<file path="config.mk">
export PLATFORM = sky130hd
export DESIGN_NAME = win_xlate
export DESIGN_NICKNAME = d
export VERILOG_FILES = /design/src/rtl/win_xlate.sv
export SDC_FILE = /design/constraint.sdc
export NUM_CORES = 1
export LEC_CHECK = 0
export ABC_AREA = 1
export BUFFER_PORTS_ARGS = -buffer_cell sky130_fd_sc_hd__buf_2
export CORE_MARGIN = 3
export CORE_UTILIZATION = 45
export CTS_CLUSTER_DIAMETER = 120
export DETAILED_ROUTE_END_ITERATION = 8
export MAX_ROUTING_LAYER = met4
export PLACE_DENSITY = 0.69
export SLEW_MARGIN = 5
export SYNTH_ARGS = -nofsm -noshare
export SYNTH_HDL_FRONTEND = slang
export SYNTH_SLANG_ARGS = --single-unit
</file>
<file path="constraint.sdc">
create_clock -name clk -period 1.1 [get_ports clk]
set_input_delay 0.22 -clock clk [delete_from_list [all_inputs] [get_ports clk]]
set_output_delay 0.22 -clock clk [all_outputs]
set_load 0.02 [all_outputs]
</file>
<file path="src/rtl/win_xlate.sv">
module win_xlate #(
  parameter int HA_W     = 20,
  parameter int PAGE_W   = 3,
  parameter int PAGE_LSB = 13,
  localparam int BA_W    = PAGE_LSB + PAGE_W
) (
  input  logic              clk,
  input  logic              rst_n,
  input  logic [HA_W-1:0]   host_addr,
  input  logic [HA_W-1:0]   win_base,
  input  logic [HA_W-1:0]   win_size,
  input  logic [PAGE_W-1:0] page_sel,
  input  logic              mem_en,
  output logic [BA_W-1:0]   buf_addr,
  output logic              sel
);

  logic [HA_W:0]   win_end;
  logic            above_base, below_end, hit;
  logic [HA_W-1:0] rel;
  logic [BA_W-1:0] page_off, sum;

  assign win_end    = {1'b0, win_base} + {1'b0, win_size};
  assign above_base = host_addr >= win_base;
  assign below_end  = {1'b0, host_addr} < win_end;
  assign hit        = mem_en & above_base & below_end;

  assign rel      = host_addr - win_base;
  assign page_off = {page_sel, {PAGE_LSB{1'b0}}};

  generate
    if (HA_W >= BA_W) begin : g_trunc
      assign sum = rel[BA_W-1:0] + page_off;
    end else begin : g_ext
      assign sum = {{(BA_W-HA_W){1'b0}}, rel} + page_off;
    end
  endgenerate

  always_ff @(posedge clk or negedge rst_n) begin
    if (!rst_n) begin
      sel      <= 1'b0;
      buf_addr <= '0;
    end else begin
      sel      <= hit;
      buf_addr <= hit ? sum : '0;
    end
  end

endmodule

</file>
==> run summary <==
In this run the power spent charging and discharging nets is 1.93 mW. After global routing, the most crowded layer is met2. The final number of hold-violating endpoints is 0, and the clock period minus final worst setup slack is 2.65 ns. The logs give 46.2% for the global-route met2 utilization and 0 for the number of maximum-capacitance violations. The critical path goes through buf_2 > ha_1 > a21oi_1 > nand2_2 > nand2_2 > nand3_2 > buf_4 > xnor2_1 > ha_1 > nand2_1 > inv_1 > nand3_2 > nor2_2 > nand2_1 > nand2_1 > nand2_1 > nand2_2 > nand2_2 > nand3_4 > buf_6 > nor2_4. In the final layout, the share of cells above drive strength 1 is 40.7%. For the detailed placer's ending HPWL, the log shows 9060 um.

The tools report the floorplan core area as 7450 sq um. Critical-path cell with the highest stage delay: ha_1. The slew of the pin with the lowest slew margin came out at 0.415 ns.

Registers are responsible for 15.8% of the overall power. The design draws 4.47 mW. For this configuration, the core starts out at a cell density of 47.5%. For the combinational group share of total power, the log shows 74.2%. The tree is rooted in a clkbuf_8. Setup repair after global routing could not meet its margin everywhere. The longest clock path from root to sink contains 2 buffers. The final reports fail on setup timing. At the worst endpoint, the arrival time is 2.78 ns. The H-tree depth reported by CTS was 1. In this run the remaining antenna-violating nets after routing total 0.

In the routed design, unresolved DRC markers number 0. Hold is met by 0.406 ns. The tools report the total congestion overflow as 0.

The total length of routed wires came out at 10500 um. The clock transition at the registers of the reported paths is 0.06 ns, and the met3 usage in global routing is 1.12%. Leaving out filler cells and counting taps, the final layout contains 831. The areal power density over the cells was 818 nW/um^2. The run finished, with violations left. The tools report the global-route met1 utilization as 27.2%. Once placement completed, the tool counted placed cells totaling 820.

The horizontal extent of the die works out to 94.7 um. The worst setup path is launched from a primary input. Maximum cell stage delay along the critical path: 0.34 ns. The critical setup path kind is in -> reg. The synthesized instance count was 499; the number of global-route vias before repair was 4043. The Yosys step of the flow raised 0 warnings.

In this run switching power makes up 43.2% of total power. In this run the mean area of a mapped cell was 7.09 sq um. The library cell used most frequently in the layout, excluding fill and tap cells, is buf_4. The count of clock tree sinks was 17; the internal portion of total power was 2.54 mW.

The detailed router finished its first iteration with 117 violations. Family with the most delay on the worst path: simple AND/OR/NAND/NOR gates. The floorplan has 31 rows. The tools report the required time at the worst-slack endpoint as 1.24 ns. The max-slew violation count was 0. The maximum number of pins on one net before global-route repair was 18.

IR analysis of the VDD net gives a maximum drop of 0.344 mV. Headroom to the max-slew limit came out at 72.1%. The fraction of the cycle the final worst path needs was 241%. The routed layout has 4026 vias. For the number of setup violations in the final report, the log shows 17. The synthesized netlist contains 29 unique library cells. The total number of nets in the final design was 882. Together, buffers and inverters on the worst path number 4. After detailed routing, the number of vias per cell comes to 4.84. The primary flip-flop cell chosen by synthesis mapping was dfrtp_1. The area growth from synthesis to layout works out to 54.3%.

The synthesized design contains 0 enable-type register cells. The overall global routing resource usage is 24.6%. The clock network accounts for 10.1% of the total power.

Summing the sequential cell areas from Yosys gives 12.0% of the chip area. STA classifies the critical path endpoint as a flip-flop. After synthesis, the share of flip-flops with an asynchronous set or reset is 100%. TritonCTS built the clock tree. The analysis attributes to cell leakage a power of 3.14 nW. Number of detailed-routing iterations run before antenna repair: 4. The number of nets in the synthesized netlist is 648, and the vertical die dimension is 94.7 um. In this run the cell area of the synthesized design comes to 3540 sq um.

The post-synthesis register bit count is 17. The tools report the number of antenna violations at the first check in global routing as 0. The run gives 5460 sq um as the total non-filler cell area in the finished layout. Wire length per cell: 12.6 um.

The run gives 5150 sq um as the post-place instance area. In this run the tool buffered the top-level ports with 82 buffer cells. In this run the worst path has a maximum fanout of 5.

The tools report the total CTS buffers as 3. The smallest setup slack after layout came out at -1.55 ns. The top cell types in the final layout, fill and taps aside, are 143 x buf_4, 90 x inv_1, 87 x nand2_1, 80 x buf_2, 70 x ha_1.

The timing-limited maximum frequency was 378 MHz. The congestion estimate from routability-driven global placement came to 0.952. The full die area is 8970 sq um. The worst hold path belongs to the class in -> async.

During I/O placement, the number of pins put on the boundary was 83. In this run the worst setup path begins at win_base[3]. For the first-pass GRT wire length, the log shows 17200 um. The number of antenna repair diodes came out at 0.
[cells in the mapped netlist, types with 11 or more instances]
library cell	number	area, sq um
a21oi_1	45	225
dfrtp_1	17	425
ha_1	74	926
inv_1	93	349
nand2_1	93	349
nand3_1	15	75.1
nand4_1	11	68.8
nor2_1	40	150
nor2_4	12	135
o21ai_0	24	120
xnor2_1	11	96.3
xor2_1	20	175
[power by group through the flow]
stage | sequential (mW) | combinational [mW] | clock [mW]
after floorplan | 0.807 | 1.63 | 0
after global placement | 0.714 | 2.93 | 0
after detailed placement | 0.715 | 3.03 | 0
after CTS | 0.704 | 3.21 | 0.455
after global routing | 0.712 | 3.68 | 0.486
final | 0.704 | 3.32 | 0.450
[path summary, 6_finish.rpt]
path | to | slack (ns) | depth (start not counted)
setup / recovery | buf_addr[5] | -1.55 | 21
hold / removal | buf_addr[0] | 0.41 | 2
max in group asynchronous | buf_addr[13] | 0.43 | 2
min in group clk | buf_addr[0] | 0.49 | 5
[layer usage]
metal  vias to the layer above  wire length, um
li1                       2082                -
met1                      1840             4320
met2                        84             5590
met3                        20              334
met4                         0              225
met5                         -                0
[stage by stage]
stage	TNS (ns)	utilization (%)	setup WS, ns
2_1_floorplan	-25.35	-	-1.55
3_3_place_gp	-29.79	69.1	-1.77
3_5_place_dp	-30.97	69.1	-1.85
4_1_cts	-26.40	72.3	-1.56
5_1_grt	-29.35	73.3	-1.74
6_report	-26.09	73.3	-1.55
[flip-flops by register name, summed over array words and instances, names as in the netlist]
| register | flops |
|---|---|
| buf_addr | 16 |
| sel | 1 |
[cells by family after synthesis]
family                   synth area share, %
AND/OR/NAND/NOR                         25.6
flip-flops                              12.0
buffers and inverters                   11.0
adder cells (fa/ha/maj)                 31.2
XOR/XNOR                                7.67
AO/OA/AOI/OAI                           12.5
[what timing repair did]
item                                    4_1_cts  5_1_grt
pin swaps                                    17       25
hold buffers                                  1        0
resized for setup                            21       33
endpoints found under the hold margin        17        0
cloned                                        2        0
endpoints found under the setup margin       17       17
buffers inserted                              5        2
[final cells by class]
type / count / area, sq um
timing repair buffer: 230 / 1570
multi-input combinational: 383 / 2920
clock buffer: 4 / 45.0
tap: 99 / 124
fill: 603 / 1990
sequential: 17 / 425
inverter: 98 / 370
No activity file was read; power rests on OpenSTA's default activity.
